### config.mk
export PLATFORM = sky130hd
export DESIGN_NAME = strobe_word_rx
export DESIGN_NICKNAME = d
export VERILOG_FILES = /design/src/rtl/strobe_word_pkg.sv /design/src/rtl/deglitch_bit.sv /design/src/rtl/strobe_delay.sv /design/src/rtl/strobe_edge.sv /design/src/rtl/word_assembler.sv /design/src/rtl/strobe_word_rx.sv
export SDC_FILE = /design/constraint.sdc
export NUM_CORES = 1
export LEC_CHECK = 0
export CORE_ASPECT_RATIO = 1.75
export CORE_MARGIN = 3
export CORE_UTILIZATION = 35
export CTS_BUF_LIST = sky130_fd_sc_hd__clkbuf_4 sky130_fd_sc_hd__clkbuf_8
export CTS_CLUSTER_DIAMETER = 120
export DETAILED_ROUTE_END_ITERATION = 8
export DONT_BUFFER_PORTS = 1
export PLACE_DENSITY = 0.51
export SYNTH_ARGS = -nofsm -noshare
export SYNTH_HDL_FRONTEND = slang
export SYNTH_SLANG_ARGS = --single-unit
### constraint.sdc
create_clock -name clk -period 1 [get_ports clk]
set_input_delay 0.15 -clock clk [delete_from_list [all_inputs] [get_ports clk]]
set_output_delay 0.15 -clock clk [all_outputs]
set_load 0.02 [all_outputs]
### src/rtl/strobe_word_pkg.sv
package strobe_word_pkg;

   typedef enum logic [1:0] {
      EDGE_NONE = 2'd0,
      EDGE_FALL = 2'd1,
      EDGE_RISE = 2'd2
   } stb_edge_t;

   function automatic int unsigned cnt_width(input int unsigned n);
      return (n > 1) ? $clog2(n) : 1;
   endfunction

endpackage

### src/rtl/deglitch_bit.sv
module deglitch_bit #(
   parameter int unsigned FILT_CYC = 4,
   parameter bit          RST_VAL  = 1'b0
) (
   input  logic clk,
   input  logic rst_n,
   input  logic clr,
   input  logic din,
   output logic dout
);
   localparam int unsigned CNT_W = strobe_word_pkg::cnt_width(FILT_CYC);
   localparam logic [CNT_W-1:0] LAST = CNT_W'(FILT_CYC - 1);

   logic [CNT_W-1:0] cnt;
   logic             level;

   always_ff @(posedge clk or negedge rst_n) begin
      if (!rst_n) begin
         level <= RST_VAL;
         cnt   <= '0;
      end else if (clr) begin
         level <= RST_VAL;
         cnt   <= '0;
      end else if (din == level) begin
         cnt <= '0;
      end else if (cnt == LAST) begin
         level <= din;
         cnt   <= '0;
      end else begin
         cnt <= cnt + 1'b1;
      end
   end

   assign dout = level;
endmodule

### src/rtl/strobe_delay.sv
module strobe_delay #(
   parameter int unsigned DLY     = 4,
   parameter bit          RST_VAL = 1'b1
) (
   input  logic clk,
   input  logic rst_n,
   input  logic clr,
   input  logic din,
   output logic dout
);
   generate
      if (DLY == 0) begin : g_pass
         assign dout = din;
      end else begin : g_chain
         logic [DLY-1:0] sr;
         always_ff @(posedge clk or negedge rst_n) begin
            if (!rst_n)      sr <= {DLY{RST_VAL}};
            else if (clr)    sr <= {DLY{RST_VAL}};
            else if (DLY == 1) sr <= din;
            else             sr <= {sr[DLY-2:0], din} [DLY-1:0];
         end
         assign dout = sr[DLY-1];
      end
   endgenerate
endmodule

### src/rtl/strobe_edge.sv
module strobe_edge
   import strobe_word_pkg::*;
#(
   parameter bit IDLE = 1'b1
) (
   input  logic      clk,
   input  logic      rst_n,
   input  logic      clr,
   input  logic      stb,
   output stb_edge_t edge_o
);
   logic last;

   always_ff @(posedge clk or negedge rst_n) begin
      if (!rst_n)   last <= IDLE;
      else if (clr) last <= IDLE;
      else          last <= stb;
   end

   always_comb begin
      edge_o = EDGE_NONE;
      if (last && !stb)      edge_o = EDGE_FALL;
      else if (!last && stb) edge_o = EDGE_RISE;
   end
endmodule

### src/rtl/word_assembler.sv
module word_assembler
   import strobe_word_pkg::*;
#(
   parameter int unsigned HALF_W       = 3,
   parameter int unsigned DEFAULT_WORD = 46,
   localparam int unsigned WORD_W      = 2 * HALF_W
) (
   input  logic              clk,
   input  logic              rst_n,
   input  logic              clr,
   input  stb_edge_t         edge_i,
   input  logic [HALF_W-1:0] data_i,
   output logic [WORD_W-1:0] word_o,
   output logic [WORD_W-1:0] mag_o
);
   localparam logic [WORD_W-1:0] DEF  = WORD_W'(DEFAULT_WORD);
   localparam logic [WORD_W-1:0] FULL = {WORD_W{1'b1}};

   logic [HALF_W-1:0] lo_stage;

   always_ff @(posedge clk or negedge rst_n) begin
      if (!rst_n) begin
         lo_stage <= DEF[HALF_W-1:0];
         word_o   <= DEF;
         mag_o    <= FULL - DEF;
      end else if (clr) begin
         lo_stage <= DEF[HALF_W-1:0];
         word_o   <= DEF;
         mag_o    <= FULL - DEF;
      end else begin
         mag_o <= FULL - word_o;
         unique case (edge_i)
            EDGE_FALL: lo_stage <= data_i;
            EDGE_RISE: word_o   <= {data_i, lo_stage};
            default: ;
         endcase
      end
   end
endmodule

### src/rtl/strobe_word_rx.sv
module strobe_word_rx
   import strobe_word_pkg::*;
#(
   parameter int unsigned HALF_W       = 3,
   parameter int unsigned FILT_CYC     = 4,
   parameter int unsigned STB_DLY      = 4,
   parameter int unsigned DEFAULT_WORD = 46,
   localparam int unsigned WORD_W      = 2 * HALF_W
) (
   input  logic              clk,
   input  logic              rst_n,
   input  logic              en,
   input  logic [HALF_W-1:0] data_in,
   input  logic              strobe_in,
   output logic [WORD_W-1:0] word_q,
   output logic [WORD_W-1:0] mag_q
);
   generate
      if (HALF_W < 1) begin : g_bad_half
         $error("HALF_W must be at least 1");
      end
      if (FILT_CYC < 1) begin : g_bad_filt
         $error("FILT_CYC must be at least 1");
      end
      if (DEFAULT_WORD >= (1 << WORD_W)) begin : g_bad_def
         $error("DEFAULT_WORD does not fit the word");
      end
   endgenerate

   logic              clr;
   logic [HALF_W-1:0] data_f;
   logic              stb_filt;
   logic              stb_dly;
   stb_edge_t         edge_kind;
   logic              stb_rise;

   assign clr = ~en;

   generate
      for (genvar i = 0; i < HALF_W; i++) begin : g_data_filt
         deglitch_bit #(.FILT_CYC(FILT_CYC), .RST_VAL(1'b0)) u_flt (
            .clk(clk), .rst_n(rst_n), .clr(clr),
            .din(data_in[i]), .dout(data_f[i])
         );
      end
   endgenerate

   deglitch_bit #(.FILT_CYC(FILT_CYC), .RST_VAL(1'b1)) u_stb_flt (
      .clk(clk), .rst_n(rst_n), .clr(clr),
      .din(strobe_in), .dout(stb_filt)
   );

   strobe_delay #(.DLY(STB_DLY), .RST_VAL(1'b1)) u_stb_dly (
      .clk(clk), .rst_n(rst_n), .clr(clr),
      .din(stb_filt), .dout(stb_dly)
   );

   strobe_edge #(.IDLE(1'b1)) u_edge (
      .clk(clk), .rst_n(rst_n), .clr(clr),
      .stb(stb_dly), .edge_o(edge_kind)
   );

   assign stb_rise = (edge_kind == EDGE_RISE);

   word_assembler #(.HALF_W(HALF_W), .DEFAULT_WORD(DEFAULT_WORD)) u_asm (
      .clk(clk), .rst_n(rst_n), .clr(clr),
      .edge_i(edge_kind), .data_i(data_f),
      .word_o(word_q), .mag_o(mag_q)
   );
endmodule

Word level (Yosys, flattened, before mapping) --
Cells that the tools add are included.
Word-level totals: register bits after elaboration 32, latch bits 0, RAM bits 0, memory bits (read-only) 0, bits of input ports 7, output and inout bits 12, word-level logic and storage cells 79, memories 0
Cells by class: add/sub/neg operators 5, multiply operators 0, div/mod/pow operators 0, $lt $le $gt $ge 0, equal/unequal tests 20, shift operators 0, mux-type cells 33, bitwise operators 0, reduce and logical (&&, ||, !) cells 8
Operators by type and width (number):
- 2-to-1 mux 2 bit | 14
- 2-to-1 mux 6 bit | 3
- 2-to-1 mux 1 bit | 13
- inequality test 2 x 1 -> 1 bit (second input constant) | 6
- == test 2 bit (second input constant) | 5
- adder 2 x 1 -> 2 bit (second input constant) | 4
- inequality test 2 bit (second input constant) | 4
- AND reduction 2 bit | 4
- 2-to-1 mux 3 bit | 2
- subtractor 6 bit (first input constant) | 1
- == test 1 bit | 4
- 2-to-1 mux 4 bit | 1
- == test 2 x 1 -> 1 bit (second input constant) | 1
- logical AND 1 bit | 2
- logical NOT 1 bit | 2

Logic depth before layout (Yosys ltp) --
word-level depth 7, gate-level depth with buffers 3, depth with buffers taken out 3

Modules after synthesis --
A second synthesis with hierarchy kept.
Second synthesis, totals: cells, all modules 91, area total of the unflattened synthesis 1307.5 µm²
By module, submodules not included:
- word_assembler | times used 1, cells each 42, area an instance 585.6 µm², sequential area each 385.4 µm²
- deglitch_bit at g_data_filt[0].u_flt ... | times used 3, cells each 9, area an instance 135.1 µm², sequential area each 75.1 µm²
- deglitch_bit at u_stb_flt | times used 1, cells each 9, area an instance 137.6 µm², sequential area each 76.3 µm²
- strobe_delay | times used 1, cells each 8, area an instance 130.1 µm², sequential area each 105.1 µm²
- strobe_edge | times used 1, cells each 4, area an instance 45.0 µm², sequential area each 26.3 µm²
- strobe_word_rx | times used 1, cells each 1, area an instance 3.8 µm², sequential area each 0.0 µm²

Worst setup path after synthesis --
No wires, ideal clock.
path type reg2reg, start point reg u_stb_dly.g_chain.sr[3], end point reg u_asm.word_o[5], setup time 0.075 ns, arrival 0.965 ns, data required time 0.925 ns, setup slack -0.040 ns, cell stages (with the launch flop) 4, path buffers 1, period minus slack after synthesis 1.040 ns, cell sequence dfstp_2 > nor2b_1 > buf_6 > mux2i_1
Between the ends: word-level cells in the longest chain between the ends 5, elaborated cells between the ends (all ways) 7, classes of those cells eq/ne: 2; mux: 2; reduce/logical: 3
Ends and longest elaborated chain:
- start: declaration | line strobe_delay.sv:15 | logic [DLY-1:0] sr;
- start signal: assignment | line strobe_delay.sv:17 | if (!rst_n) sr <= {DLY{RST_VAL}};
- start signal: assignment | line strobe_delay.sv:18 | else if (clr) sr <= {DLY{RST_VAL}};
- start signal: assignment | line strobe_delay.sv:19 | else if (DLY == 1) sr <= din;
- logical AND 1 bit / logical NOT 1 bit (equally long branches) | line strobe_edge.sv:23, strobe_edge.sv:22
- 2-to-1 mux 2 bit / logical AND 1 bit (equally long branches) | line strobe_edge.sv:23, strobe_edge.sv:22
- 2-to-1 mux 2 bit * | line strobe_edge.sv:22 | if (last && !stb) edge_o = EDGE_FALL;
- == test 2 bit * | line word_assembler.sv:32 | unique case (edge_i)
- inequality test 2 x 1 -> 1 bit (no line) *
- end signal: assignment | line word_assembler.sv:34 | EDGE_RISE: word_o <= {data_i, lo_stage};
- end: declaration | line word_assembler.sv:13 | output logic [WORD_W-1:0] word_o,
Mark *: on every way between the ends. The rest lies on a longest branch, timed or not. A chain may end at the register's enable or synchronous reset.

Final worst setup path --
start point reg u_stb_dly.g_chain.sr[3], end point reg u_asm.word_o[0]
Same word-level chain as after synthesis.

==> key figures <==
Status
  • Outcome: finished with violations
  • Failing checks: setup timing

STA
  • Skew final: 3.23 ps
  • Final Setup Violations: 13
  • Final Hold Vio Count: 0
  • Slew margin rel.: 0.746
  • Max Slew Vio Count: 0
  • Setup TNS: -957 ps
  • Final setup margin: -107 ps
  • Slew of the pin with the lowest slew margin: 380 ps
  • Final period util: 1.11
  • Final min period: 1110 ps
  • Fmax: 903 MHz
  • Unrepaired setup endpoints after global routing: true

GRT
  • Grt ovf: 0
  • Largest net degree at the start of global routing: 33
  • Initial antenna violation count: 0
  • Tot GR Track Use: 0.112
  • First-pass GRT wire length: 3680 µm
  • Vias in the first global route: 758

Yosys
  • Synthesized cell area: 1290 µm²
  • Synthesized instance count: 94
  • Syn_area_per_cell: 13.8 µm²
  • Post-synthesis sequential area ratio: 0.632
  • Yosys cell types: 18
  • Post-synth top area share: 0.348
  • Synthesized net count: 105
  • Area contributors post-synth: dfrtp_1, dfstp_2, mux2i_1
  • Area leader, netlist: dfrtp_1
  • #FFs+latches synth: 32
  • Synthesis Warnings: 0

Critical path
  • Largest stage delay on the critical path: 530 ps
  • R2R Path Start: u_stb_dly.g_chain.sr[3]
  • Worst Path Required: 1190 ps
  • R2R Setup Slk: -110 ps
  • Setup CP Type: register to register
  • Worst Setup SP: u_stb_dly.g_chain.sr[3]
  • Slowest cell on the critical path: dfstp_2
  • Critical Path Start Type: register
  • Reg-to-reg endpoint: u_asm.word_o[0]
  • Worst Reg2Reg Path Length in Cells: 2
  • Data arrival, critical path: 1300 ps
  • Crit path max-delay family: flip-flops
  • Crit path cell chain: nor2b_4 -> mux2i_1
  • Worst Path Buf+Inv: 0
  • Crit end category: register
  • Critical path endpoint: u_asm.word_o[0]
  • Crit path max fanout: 6
  • Critical path depth: 2

Routing
  • DRT iter0 DRCs: 9
  • WL final: 2060 µm
  • Via count: 717
  • DRC Markers: 0
  • Drt first pass iters: 4
  • ANT nets after route: 0
  • Avg WL per Cell: 13.4 µm
  • Vias per Instance: 4.66

Floorplan
  • I/O pin cnt: 19
  • Rows: 28
  • Die Wd: 52.0 µm
  • Die area: 4490 µm²
  • Core area: 3470 µm²
  • Initial Utilization: 0.373
  • Die height: 86.4 µm

Pwr
  • Net Sw Power: 476 µW
  • Comb power frac: 0.043
  • Sequential Power Share: 0.559
  • Internal Pwr Total: 1.90 mW
  • PD cells: 1510 nW/µm²
  • Switching Share: 0.201
  • Worst ir drop on vdd: 0.823 mV
  • Clock share of power: 0.398
  • Leak Pwr: 0.698 nW

Place
  • Gpl congestion: 0.680
  • DP HPWL: 1280 µm
  • Placed insts: 142
  • Port buffer count: 0
  • Pre-CTS setup slack: -116 ps

Final layout
  • Antenna fix cells: 0
  • Synth-to-Final Area Change: 21.3%
  • Commonest cells after routing, fill and taps aside: dfrtp_1, dfstp_2, mux2i_1
  • Final non-filler cell total: 154
  • Final Core Density: 0.452
  • Layout cells sized above 1: 0.367
  • Commonest non-fill, non-tap cell in the layout: dfrtp_1
  • NumNets Final: 120
  • Fill count: 325

Clock network
  • Clock root buffer: clkbuf_8
  • Clock latency on the worst-skew pair: 270 ps
  • CTS sink cnt: 32
  • Clock buffer count from CTS: 5
  • Longest Clk Path Bufs: 2
  • Worst-path clk slew: 60 ps
  • CTS tree: built
  • H-tree levels: 2

Run
  • Max-Cap Viols: 0

Min path
  • Hold WC Path Type: input pin to register
[power by group through the flow]
stage	Combinational, mW	Sequential [mW]	Clock [mW]
floorplan	0.0584	1.34	0
global route	0.119	1.33	1.05
CTS	0.0953	1.33	0.991
global placement	0.0456	1.35	0
finish	0.102	1.33	0.944
detailed placement	0.0470	1.35	0
[stage by stage]
stage	area, µm²	power, mW	hold WS [ps]
final	1570	2.37	15.7
after global routing	1570	2.50	5.14
after CTS	1530	2.41	2.49
after detailed placement	1380	1.39	-145
after global placement	1380	1.39	-145
after floorplan	1300	1.40	-146
[cells in the mapped netlist, drive strengths merged]
cell type,n
nand2b,6
dfstp,14
nor4b,2
nor2b,8
a21oi,1
and4bb,1
and3,4
mux2i,12
and2b,4
xnor2,2
xor2,2
nand2,8
buf,4
nor2,4
dfrtp,18
ha,4
[logic make-up after synthesis]
logic type / after synthesis / share of synthesized area
and+or+nand+nor: 37 / 0.178
xor gates and xnor gates: 4 / 0.0271
buffers and inverters: 4 / 0.0271
muxes: 12 / 0.0928
DFF: 32 / 0.632
adders and majority gates: 4 / 0.0387
AOI/OAI and AO/OA: 1 / 0.00386
[worst min path at each step]
stage / start / to / slack, ps / cells after the start
2_1_floorplan: rst_n / g_data_filt[0].u_flt.cnt[0] / -150 / 0
3_3_place_gp: rst_n / u_asm.mag_o[1] / -140 / 0
3_5_place_dp: rst_n / u_asm.mag_o[1] / -140 / 0
4_1_cts: en / u_asm.lo_stage[0] / 2 / 2
5_1_grt: en / g_data_filt[1].u_flt.dout / 5 / 1
6_report: strobe_in / u_stb_flt.dout / 20 / 2
[sequential cells by signal (all words and copies together) (netlist names)]
name and cells:
u_stb_dly.g_chain.sr 4, g_data_filt.u_flt.dout 3, u_stb_flt.cnt 2, u_edge.last 1, u_stb_flt.dout 1, u_asm.mag_o 6, g_data_filt.u_flt.cnt 6, u_asm.lo_stage 3
u_asm.word_o 6
[what timing repair did]
item | 4_1_cts | 5_1_grt
gates resized for setup | 6 | 7
pin swaps | 2 | 2
hold buffers | 3 | 0
setup buffers | 1 | 1
endpoints found under the hold margin | 42 | 0
endpoints found under the setup margin | 16 | 22
[final cells by class]
cell class,count,area [µm²],area share
tap,45,56.3,0.0359
multi-input combinational,58,480,0.306
timing repair buffer,12,130,0.0829
clock buffer,7,83.8,0.0534
sequential,32,818,0.522
[worst register-to-register path: cells and delay by family (launching register included)]
| family | cells | cell delay [ps] |
|---|---|---|
| simple gates | 1 | 270 |
| flops | 1 | 530 |
| mux | 1 | 240 |
[metal layers]
| metal | global-route usage | vias to the layer above | part of all wire |
|---|---|---|---|
| li1 | - | 334 | - |
| met2 | 0.172 | 21 | 0.49 |
| met5 | 0 | - | 0 |
| met1 | 0.131 | 355 | 0.43 |
| met3 | 0.0448 | 7 | 0.051 |
| met4 | 0.0644 | 0 | 0.028 |
Power figures use the tool's default switching activity.
